`src/rtl/codec_pwr_pkg.sv`:
```
package codec_pwr_pkg;
    localparam int NUM_EN   = 7;
    localparam int B_ADC    = 0;
    localparam int B_MIC    = 1;
    localparam int B_DAC    = 2;
    localparam int B_LINE   = 3;
    localparam int B_SPK    = 4;
    localparam int B_BEEP   = 5;
    localparam int B_REF    = 6;

    typedef enum logic [1:0] {
        WU_OFF   = 2'd0,
        WU_COUNT = 2'd1,
        WU_DONE  = 2'd2
    } wu_state_t;
endpackage

```
`src/rtl/pwr_ctl_reg.sv`:
```
module pwr_ctl_reg
    import codec_pwr_pkg::*;
#(
    parameter int ADDR_W   = 8,
    parameter int DATA_W   = 8,
    parameter int REG_ADDR = 0
) (
    input  logic              clk,
    input  logic              rst_n,
    input  logic              wr_en,
    input  logic              rd_en,
    input  logic [ADDR_W-1:0] addr,
    input  logic [DATA_W-1:0] wdata,
    input  logic              pll_en,
    input  logic              mclk_out_en,
    output logic [NUM_EN-1:0] ctl,
    output logic [DATA_W-1:0] rdata
);
    localparam int PAD_W = DATA_W - NUM_EN;

    logic              hit;
    logic              ref_may_clear;
    logic [NUM_EN-1:0] ctl_next;

    assign hit = (addr == ADDR_W'(REG_ADDR));

    // The reference bit may fall only when nothing else keeps it needed.
    assign ref_may_clear = (wdata[B_REF-1:0] == '0) && !pll_en && !mclk_out_en;

    always_comb begin
        ctl_next = ctl;
        if (wr_en && hit) begin
            ctl_next[B_REF-1:0] = wdata[B_REF-1:0];
            ctl_next[B_REF]     = wdata[B_REF] | (ctl[B_REF] & !ref_may_clear);
        end
    end

    always_ff @(posedge clk or negedge rst_n) begin
        if (!rst_n) begin
            ctl   <= '0;
            rdata <= '0;
        end else begin
            ctl <= ctl_next;
            if (rd_en) begin
                rdata <= hit ? {{PAD_W{1'b0}}, ctl} : '0;
            end
        end
    end
endmodule

```
`src/rtl/adc_warmup.sv`:
```
module adc_warmup
    import codec_pwr_pkg::*;
#(
    parameter int WARMUP = 1059
) (
    input  logic clk,
    input  logic rst_n,
    input  logic adc_on,
    input  logic fs_tick,
    output logic ready
);
    localparam int CNT_W = (WARMUP > 1) ? $clog2(WARMUP) : 1;
    localparam logic [CNT_W-1:0] LAST = CNT_W'(WARMUP - 1);

    wu_state_t        state, state_next;
    logic [CNT_W-1:0] cnt, cnt_next;

    always_comb begin
        state_next = state;
        cnt_next   = cnt;
        unique case (state)
            WU_OFF: begin
                cnt_next = '0;
                if (adc_on) state_next = WU_COUNT;
            end
            WU_COUNT: begin
                if (!adc_on) begin
                    state_next = WU_OFF;
                    cnt_next   = '0;
                end else if (fs_tick) begin
                    if (cnt == LAST) state_next = WU_DONE;
                    else             cnt_next   = cnt + 1'b1;
                end
            end
            WU_DONE: begin
                if (!adc_on) begin
                    state_next = WU_OFF;
                    cnt_next   = '0;
                end
            end
            default: begin
                state_next = WU_OFF;
                cnt_next   = '0;
            end
        endcase
    end

    always_ff @(posedge clk or negedge rst_n) begin
        if (!rst_n) begin
            state <= WU_OFF;
            cnt   <= '0;
        end else begin
            state <= state_next;
            cnt   <= cnt_next;
        end
    end

    always_comb begin
        ready = (state == WU_DONE);
    end
endmodule

```
`src/rtl/alloff_strobe.sv`:
```
module alloff_strobe (
    input  logic clk,
    input  logic rst_n,
    input  logic all_off,
    output logic pulse
);
    logic all_off_q;

    // Starts at 1 so that the reset state itself gives no strobe.
    always_ff @(posedge clk or negedge rst_n) begin
        if (!rst_n) all_off_q <= 1'b1;
        else        all_off_q <= all_off;
    end

    assign pulse = all_off & !all_off_q;
endmodule

```
`src/rtl/codec_pwr_ctrl.sv`:
```
module codec_pwr_ctrl
    import codec_pwr_pkg::*;
#(
    parameter int ADDR_W   = 8,
    parameter int DATA_W   = 8,
    parameter int REG_ADDR = 0,
    parameter int WARMUP   = 1059
) (
    input  logic              clk,
    input  logic              rst_n,
    input  logic              pdn_n,
    input  logic              wr_en,
    input  logic              rd_en,
    input  logic [ADDR_W-1:0] addr,
    input  logic [DATA_W-1:0] wdata,
    output logic [DATA_W-1:0] rdata,
    input  logic              pll_en,
    input  logic              mclk_out_en,
    input  logic              lvl1_active,
    input  logic              lvl2_active,
    input  logic              fs_tick,
    input  logic              beep_spk_route_i,
    input  logic              beep_line_route_i,
    output logic              beep_spk_route_o,
    output logic              beep_line_route_o,
    output logic              en_adc,
    output logic              en_mic,
    output logic              en_dac,
    output logic              en_line,
    output logic              en_spk,
    output logic              en_beep,
    output logic              en_ref,
    output logic              adc_ready,
    output logic              clk_req,
    output logic              gain_rst
);
    logic [NUM_EN-1:0] ctl;
    logic [NUM_EN-1:0] en_vec;
    logic              all_off;

    pwr_ctl_reg #(
        .ADDR_W   (ADDR_W),
        .DATA_W   (DATA_W),
        .REG_ADDR (REG_ADDR)
    ) u_reg (
        .clk         (clk),
        .rst_n       (rst_n),
        .wr_en       (wr_en),
        .rd_en       (rd_en),
        .addr        (addr),
        .wdata       (wdata),
        .pll_en      (pll_en),
        .mclk_out_en (mclk_out_en),
        .ctl         (ctl),
        .rdata       (rdata)
    );

    genvar gi;
    generate
        for (gi = 0; gi < NUM_EN; gi++) begin : g_gate
            assign en_vec[gi] = ctl[gi] & pdn_n;
        end
    endgenerate

    assign en_adc  = en_vec[B_ADC];
    assign en_mic  = en_vec[B_MIC];
    assign en_dac  = en_vec[B_DAC];
    assign en_line = en_vec[B_LINE];
    assign en_spk  = en_vec[B_SPK];
    assign en_beep = en_vec[B_BEEP];
    assign en_ref  = en_vec[B_REF];

    adc_warmup #(.WARMUP(WARMUP)) u_warm (
        .clk     (clk),
        .rst_n   (rst_n),
        .adc_on  (en_vec[B_ADC]),
        .fs_tick (fs_tick),
        .ready   (adc_ready)
    );

    assign all_off = (ctl == '0) && !pll_en && !mclk_out_en;

    alloff_strobe u_strobe (
        .clk     (clk),
        .rst_n   (rst_n),
        .all_off (all_off),
        .pulse   (gain_rst)
    );

    assign clk_req = en_vec[B_ADC] | en_vec[B_DAC] | lvl1_active | lvl2_active;

    assign beep_spk_route_o  = beep_spk_route_i;
    assign beep_line_route_o = beep_line_route_i;
endmodule


```
`config.mk`:
```
export PLATFORM = sky130hd
export DESIGN_NAME = codec_pwr_ctrl
export DESIGN_NICKNAME = d
export VERILOG_FILES = /design/src/rtl/codec_pwr_pkg.sv /design/src/rtl/pwr_ctl_reg.sv /design/src/rtl/adc_warmup.sv /design/src/rtl/alloff_strobe.sv /design/src/rtl/codec_pwr_ctrl.sv
export SDC_FILE = /design/constraint.sdc
export NUM_CORES = 1
export LEC_CHECK = 0
export BUFFER_PORTS_ARGS = -buffer_cell sky130_fd_sc_hd__buf_2
export CORE_MARGIN = 2
export CORE_UTILIZATION = 56
export CTS_BUF_LIST = sky130_fd_sc_hd__clkbuf_2
export DETAILED_ROUTE_END_ITERATION = 8
export GPL_TIMING_DRIVEN = 0
export HOLD_SLACK_MARGIN = 0.12
export PLACE_DENSITY = 0.86
export SLEW_MARGIN = 20
export SYNTH_ARGS = -nofsm -noshare
export SYNTH_HDL_FRONTEND = slang
export SYNTH_SLANG_ARGS = --single-unit
```
`constraint.sdc`:
```
create_clock -name clk -period 3.3 [get_ports clk]
set_input_delay 0.495 -clock clk [delete_from_list [all_inputs] [get_ports clk]]
set_output_delay 0.495 -clock clk [all_outputs]
set_load 0.01 [all_outputs]
```
==> impl_metrics.yaml, run 1 <==
synth:
  yosysUniqueCellTypes: 40
  ys_ff_latch: 28
  yosys.area_share.xor_xnor_pct: 0.591
  syn_nets: 180
  yosysWarnings: 0
  netlist_instances: 150
  synth_top_family_by_area: "simple AND/OR/NAND/NOR gates"
  netlist_area_mm2: 0.00148
  synth_fa_ha_area_share_pct: 1.69
  synth-compound-area-share_pct: 16.6
  synth-simple-area-share_pct: 23.1
  synth_area_per_cell_um2: 9.88
  synth_mux_area_share_pct: 4.56
  ys_seq_area_share_pct: 47.4
routing:
  first_pass_iters: 4
  first_iter_violations: 20
  wl_per_cell_um: 14.0
  vias: 1284
  via_per_inst: 5.63
  finalWirelength_um: 3200
  drc: 0
  ant_nets: 0
clocking:
  cts_sinks: 28
  clockBufferDepth: 2
  cts_tree: "built"
  htree_levels: 1
  cts-resized-gates: 0
  clk_pin_slew_ns: 0.25
  cts_root_buffer: "clkbuf_2"
  post_cts_buffers: 0
  cts_buffers: 3
  clk_latency_ns: 0.36
  hold_buffers: 1
power:
  internal-power_uw: 401
  p_sw_share_pct: 24.5
  ir_drop_mv: 0.236
  p_comb_share_pct: 9.6
  p_switching_uw: 130
  clkPwrFrac_pct: 23.4
  leakage_nw: 0.904
  p_per_area_mw_per_mm2: 301
  power_frac_seq_pct: 67.0
setup_path:
  r2r_slack_ns: 1.20
  reg2reg_depth: 4
  cp.arrival_ns: 1.91
  r2r-start: "u_warm.cnt[7]$_DFFE_PN0P_"
  start_kind: "flip-flop"
  end_kind: "primary output"
  cp_max_fo: 10
  r2r-end: "u_warm.cnt[7]$_DFFE_PN0P_"
  critPathRequiredTime_ns: 2.80
  worst-setup-path-type: "reg2out"
  crit_start: "u_reg.ctl[0]$_DFFE_PN0P_"
  critical_path.endpoint: "clk_req"
grt:
  antenna_found_initial: 0
  grt_usage_pct: 21.7
  grt_pass1_vias: 1270
  grt_pass1_wl_um: 5440
  grt_max_degree: 29
  grt_overflow: 0
sta:
  rsz0062_at_grt: "no"
  tightestPinTransition_ns: 0.597
  timing.hold.ws_ns: 0.330
  finClkSkew_ns: 0.00957
  max_freq_mhz: 416
  fin_crit_sh_pct: 72.8
  slew_headroom_pct: 60.2
  slew_viol_final: 0
  finalCriticalPeriod_ns: 2.40
  tns_ns: 0
  setup_viol: 0
  hold_viol: 0
die:
  num_io_pins: 48
  start_util_pct: 59.3
  rows: 18
  fp.dieW_um: 55.4
  core_mm2: 0.00250
  die-area_mm2: 0.00307
  die_h_um: 55.4
cells_and_area:
  fillers: 194
  diodes: 0
  regArea_um2: 702
  drive_gt1_share_pct: 30.3
  multi_input_area_um2: 693
  fin_nets: 229
  layout_common_cells: "buf_2, dfrtp_1, nand2_1"
  final_common_cell: "buf_2"
  syn_to_final_growth_pct: 19.0
  finalCoreUtilization_pct: 70.5
  final_cells: 228
hold_path:
  hold_path_class: "in2reg"
run_status:
  status: "finished clean"
placement:
  gp_congestion: 0.833
  port_buffers: 43
  dp.cells: 223
  hpwl_um: 2470
flow_run:
  maxCapViolations: 0
-- Yosys cell counts --
| cell type | n | share of area (%) |
|---|---|---|
| and3b_1 | 1 | 0.59 |
| nand2_1 | 17 | 4.3 |
| nor4_4 | 1 | 1.4 |
| a21o_1 | 1 | 0.51 |
| clkbuf_1 | 2 | 0.51 |
| and3_1 | 2 | 0.84 |
| dfrtp_1 | 27 | 46 |
| xor2_1 | 1 | 0.59 |
| a2111o_1 | 1 | 0.76 |
| nand4_1 | 2 | 0.84 |
| inv_1 | 12 | 3.0 |
| conb_1 | 1 | 0.25 |
| ha_1 | 2 | 1.7 |
| o21ai_0 | 12 | 4.1 |
| o311ai_4 | 1 | 1.8 |
| and4_1 | 1 | 0.59 |
| o311ai_1 | 2 | 1.2 |
| dfstp_2 | 1 | 1.8 |
| nor2b_1 | 5 | 2.1 |
| o31ai_1 | 3 | 1.5 |
| mux2_2 | 6 | 4.6 |
| and2_1 | 7 | 3.0 |
| buf_4 | 3 | 1.5 |
| a21oi_1 | 5 | 1.7 |
| nor4_1 | 5 | 2.1 |
| o211a_1 | 2 | 1.4 |
| o22ai_1 | 2 | 0.84 |
| or4_4 | 1 | 0.76 |
| a211oi_1 | 1 | 0.51 |
| o32ai_1 | 1 | 0.59 |
| a311oi_1 | 1 | 0.59 |
| or4b_1 | 1 | 0.68 |
| or3_1 | 2 | 0.84 |
| or4_1 | 2 | 1.0 |
| nor3_1 | 3 | 1.0 |
| nand2b_1 | 1 | 0.42 |
| nor2_1 | 5 | 1.3 |
| buf_6 | 1 | 0.76 |
| a211o_1 | 2 | 1.2 |
| nand3_1 | 4 | 1.4 |
-- logic make-up (layout without fill, tap and decap cells) --
group           count (synthesis)  after routing
simple gates                   60             60
xor+xnor                        1              1
fa+ha+maj                       2              2
buf+inv                        18             66
mux                             6              6
compound gates                 34             34
other cells                     1              1
flops                          28             28
-- registers in the layout (all words and copies together) (netlist names) --
name and cells:
u_strobe.all_off_q 1, u_warm.state 2, u_warm.cnt 11, u_reg.rdata 7, u_reg.ctl 7
-- final cells by class --
class                           count  area share [%]
Inverter                           12            2.56
Timing Repair Buffer               44            12.8
Clock buffer                        3           0.852
Sequential cell                    28            39.8
Buffer                              6            2.34
Tap cell                           30            2.13
Multi-Input combinational cell    104            39.3
Clock inverter                      1           0.213
-- power by group through the flow --
stage	clock network (mW)	registers (mW)	logic, mW
3_5_place_dp	0	0.361	0.0507
3_3_place_gp	0	0.360	0.0491
5_1_grt	0.138	0.356	0.0574
6_report	0.124	0.355	0.0510
4_1_cts	0.133	0.355	0.0517
2_1_floorplan	0	0.359	0.0205
-- worst min path at each step --
| stage | startpoint | end | slack, ns | cells past startpoint |
|---|---|---|---|---|
| after floorplan | rst_n | u_reg.ctl[0]$_DFFE_PN0P_ | 0.20 | 0 |
| final | pll_en | u_strobe.all_off_q$_DFF_PN1_ | 0.33 | 4 |
| after detailed placement | u_reg.ctl[2]$_DFFE_PN0P_ | u_strobe.all_off_q$_DFF_PN1_ | 0.47 | 1 |
| after global placement | u_reg.ctl[2]$_DFFE_PN0P_ | u_strobe.all_off_q$_DFF_PN1_ | 0.45 | 1 |
| after CTS | fs_tick | u_warm.state[0]$_DFFE_PN0P_ | 0.31 | 2 |
| after global routing | fs_tick | u_warm.state[0]$_DFFE_PN0P_ | 0.32 | 2 |
-- through the flow --
| step | worst slack, ns | power [mW] | instance area, um2 |
|---|---|---|---|
| final | 0.897 | 0.531 | 1760 |
| after global routing | 0.766 | 0.552 | 1760 |
| after CTS | 0.880 | 0.540 | 1760 |
| after detailed placement | 1.13 | 0.412 | 1730 |
| after global placement | 1.13 | 0.409 | 1730 |
| after floorplan | 1.37 | 0.379 | 1480 |
-- worst max-delay path, cell delays in order, from the launching register on --
cell      delay (ns)
dfrtp_1         0.48
nand2_1         0.12
inv_1           0.08
clkbuf_1        0.22
or4_1           0.50
buf_2           0.15
-- layer usage --
metal / vias to the layer above / GRT usage [%] / share of wire [%]
met1: 608 / 27.1 / 44
met5: - / 0 / 0
met3: 6 / 3.75 / 4.3
met4: 0 / 10.8 / 1.7
li1: 632 / - / -
met2: 38 / 36.2 / 50
(Power assumes the default switching activity.)
==> inputs of run 2 (changes only) <==
--- a/config.mk
+++ b/config.mk
@@ -7,12 +7,12 @@
 export LEC_CHECK = 0
 export BUFFER_PORTS_ARGS = -buffer_cell sky130_fd_sc_hd__buf_2
 export CORE_MARGIN = 2
-export CORE_UTILIZATION = 56
+export CORE_UTILIZATION = 47
 export CTS_BUF_LIST = sky130_fd_sc_hd__clkbuf_2
 export DETAILED_ROUTE_END_ITERATION = 8
 export GPL_TIMING_DRIVEN = 0
 export HOLD_SLACK_MARGIN = 0.12
-export PLACE_DENSITY = 0.86
+export PLACE_DENSITY = 0.77
 export SLEW_MARGIN = 20
 export SYNTH_ARGS = -nofsm -noshare
 export SYNTH_HDL_FRONTEND = slang
==> constraint.sdc (replaced) <==
create_clock -name clk -period 1.96 [get_ports clk]
set_input_delay 0.294 -clock clk [delete_from_list [all_inputs] [get_ports clk]]
set_output_delay 0.294 -clock clk [all_outputs]
set_load 0.01 [all_outputs]
==> run 2 against run 1 <==
  * The flow now finishes with violations (negative setup slack)
  * Wire length up 8.3%
  * Clock power rose to 2.8 times the previous value
  * Flip-flop and latch count did not move
  * Via count rose by 3.8%
  * Global-route usage decreased by 1.2 points
  * Core utilization shrank 5.6 points
  * Non-clock buffer count rose by 15
  * Setup slack got worse by 0.91 ns
  * Critical path depth unchanged
  * Combinational power up 110%
  * Critical path type unchanged
  * Largest cell class is now multi-input gates
  * Highest routed layer unchanged
==> impl_metrics.yaml, run 2 (synthesis gave the netlist of run 1 again) <==
placement:
  gp_congestion: 0.865
  hpwl_um: 2440
  dpl-instance-area_mm2: 0.00175
  port_buffers: 43
routing:
  finalWirelength_um: 3470
  via_per_inst: 5.19
  drc: 0
  wl_per_cell_um: 13.5
  ant_nets: 0
  vias: 1333
  first_iter_violations: 104
  first_pass_iters: 4
die:
  die-area_mm2: 0.00362
  start_util_pct: 48.9
  die_h_um: 60.1
  num_io_pins: 48
  core_mm2: 0.00303
  fp.dieW_um: 60.1
  rows: 20
cells_and_area:
  largestRegisters: "u_warm.cnt (11), u_reg.ctl (7), u_reg.rdata (7)"
  top_register: "u_warm.cnt"
  layout_common_cells: "buf_2, dfrtp_1, buf_4"
  fillers: 241
  drive_gt1_share_pct: 39.0
  fin_nets: 244
  multi_input_area_um2: 728
  finalInstanceArea_mm2: 0.00197
  finalCoreUtilization_pct: 64.9
  largest_register_ffs: 11
  diodes: 0
  regArea_um2: 703
  final_common_cell: "buf_2"
  syn_to_final_growth_pct: 32.7
sta:
  setup_viol: 2
  rsz0062_at_grt: "yes"
  max_freq_mhz: 506
  finalCriticalPeriod_ns: 1.97
  tightestPinTransition_ns: 0.610
  slew_headroom_pct: 59.3
  hold_viol: 0
  slew_viol_final: 0
  finClkSkew_ns: 0.00981
  fin_crit_sh_pct: 101
  tns_ns: -0.0246
  setup_ws_ns: -0.0146
grt:
  grt_overflow: 0
  grt_pass1_wl_um: 5600
  grt_usage_pct: 20.6
  grt_max_degree: 29
  antenna_found_initial: 0
  grt_pass1_vias: 1192
setup_path:
  cp.arrival_ns: 1.68
  worst-setup-path-type: "reg2out"
  r2r-start: "u_warm.cnt[6]$_DFFE_PN0P_"
  cp_max_fo: 2
  r2r-end: "u_warm.cnt[7]$_DFFE_PN0P_"
  start_kind: "flip-flop"
  r2r_slack_ns: 0.05
  end_kind: "primary output"
  crit_start: "u_reg.ctl[5]$_DFFE_PN0P_"
  critPathRequiredTime_ns: 1.67
  reg2reg_depth: 4
  critical_path.endpoint: "gain_rst"
clocking:
  clk_pin_slew_ns: 0.26
  htree_levels: 1
  clk_latency_ns: 0.35
  clockBufferDepth: 2
  cts_tree: "built"
  cts_sinks: 28
  cts_root_buffer: "clkbuf_2"
  cts_buffers: 3
run_status:
  status: "complete, but fails checks"
  violations: "negative setup slack"
power:
  p_per_area_mw_per_mm2: 535
  power.total_mw: 1.05
  ir_drop_mv: 0.278
  leakage_nw: 1.01
hold_path:
  hold_path_class: "in2reg"
flow_run:
  maxCapViolations: 0
## run 2: cell count changes in the layout (fill, tap and decap cells not counted), sizes merged
cell / change
dlygate4sd3: +1
bufinv: +1
clkinv: -1
clkbuf: -1
buf: +15
## run 2: layout make-up
type	instances	area share (%)
buffer	5	1.91
clock buffer	3	0.764
clock inverter	1	1.53
inverter	12	2.29
multi-input combinational	104	37.0
sequential	28	35.8
tap	44	2.80
timing repair buffer	60	17.9
## run 2: through the flow
stage               hold slack, ns  setup WS (ns)  std cells
floorplan                 -0.00159         0.0279        150
global placement             0.330        -0.0859        237
detailed placement           0.340         -0.147        237
CTS                          0.142        -0.0277        251
global route                 0.127         -0.183        257
finish                       0.163        -0.0146        257
## run 2: layer usage
layer | up-vias | share of wire (%) | GRT usage [%]
met1 | 635 | 48 | 30.9
li1 | 662 | - | -
met2 | 34 | 47 | 31.5
met3 | 2 | 4.1 | 3.25
met4 | 0 | 0.61 | 3.81
met5 | - | 0 | 0
## run 2: worst max-delay path, cell delays in order (launching register included)
cell	delay (ns)
dfrtp_1	0.45
nor4_2	0.26
nand2_1	0.13
nor4_4	0.19
nor2b_2	0.18
buf_2	0.13
## run 2: worst min path at each step
stage	cells past startpoint	endpoint	from
detailed placement	1	u_reg.rdata[6]$_DFFE_PN0P_	rst_n
global route	2	u_reg.ctl[2]$_DFFE_PN0P_	wdata[2]
CTS	4	u_strobe.all_off_q$_DFF_PN1_	pll_en
floorplan	0	u_reg.ctl[0]$_DFFE_PN0P_	rst_n
global placement	1	u_reg.rdata[6]$_DFFE_PN0P_	rst_n
finish	3	u_reg.ctl[6]$_DFFE_PN0P_	wdata[6]
## run 2: report_power, final
group          total (mW)  internal (mW)  switching (mW)
Clock               0.345          0.175           0.170
Combinational       0.107         0.0552          0.0514
Sequential          0.599          0.589          0.0100
Total                1.05          0.820           0.231
## run 2: timing repair
item | CTS | global route
hold buffers | 2 | 0
endpoints found under the setup margin | 4 | 8
gates resized for setup | 7 | 6
hold endpoints to repair | 28 | 0
setup buffers | 8 | 7
pin swaps | 3 | 5
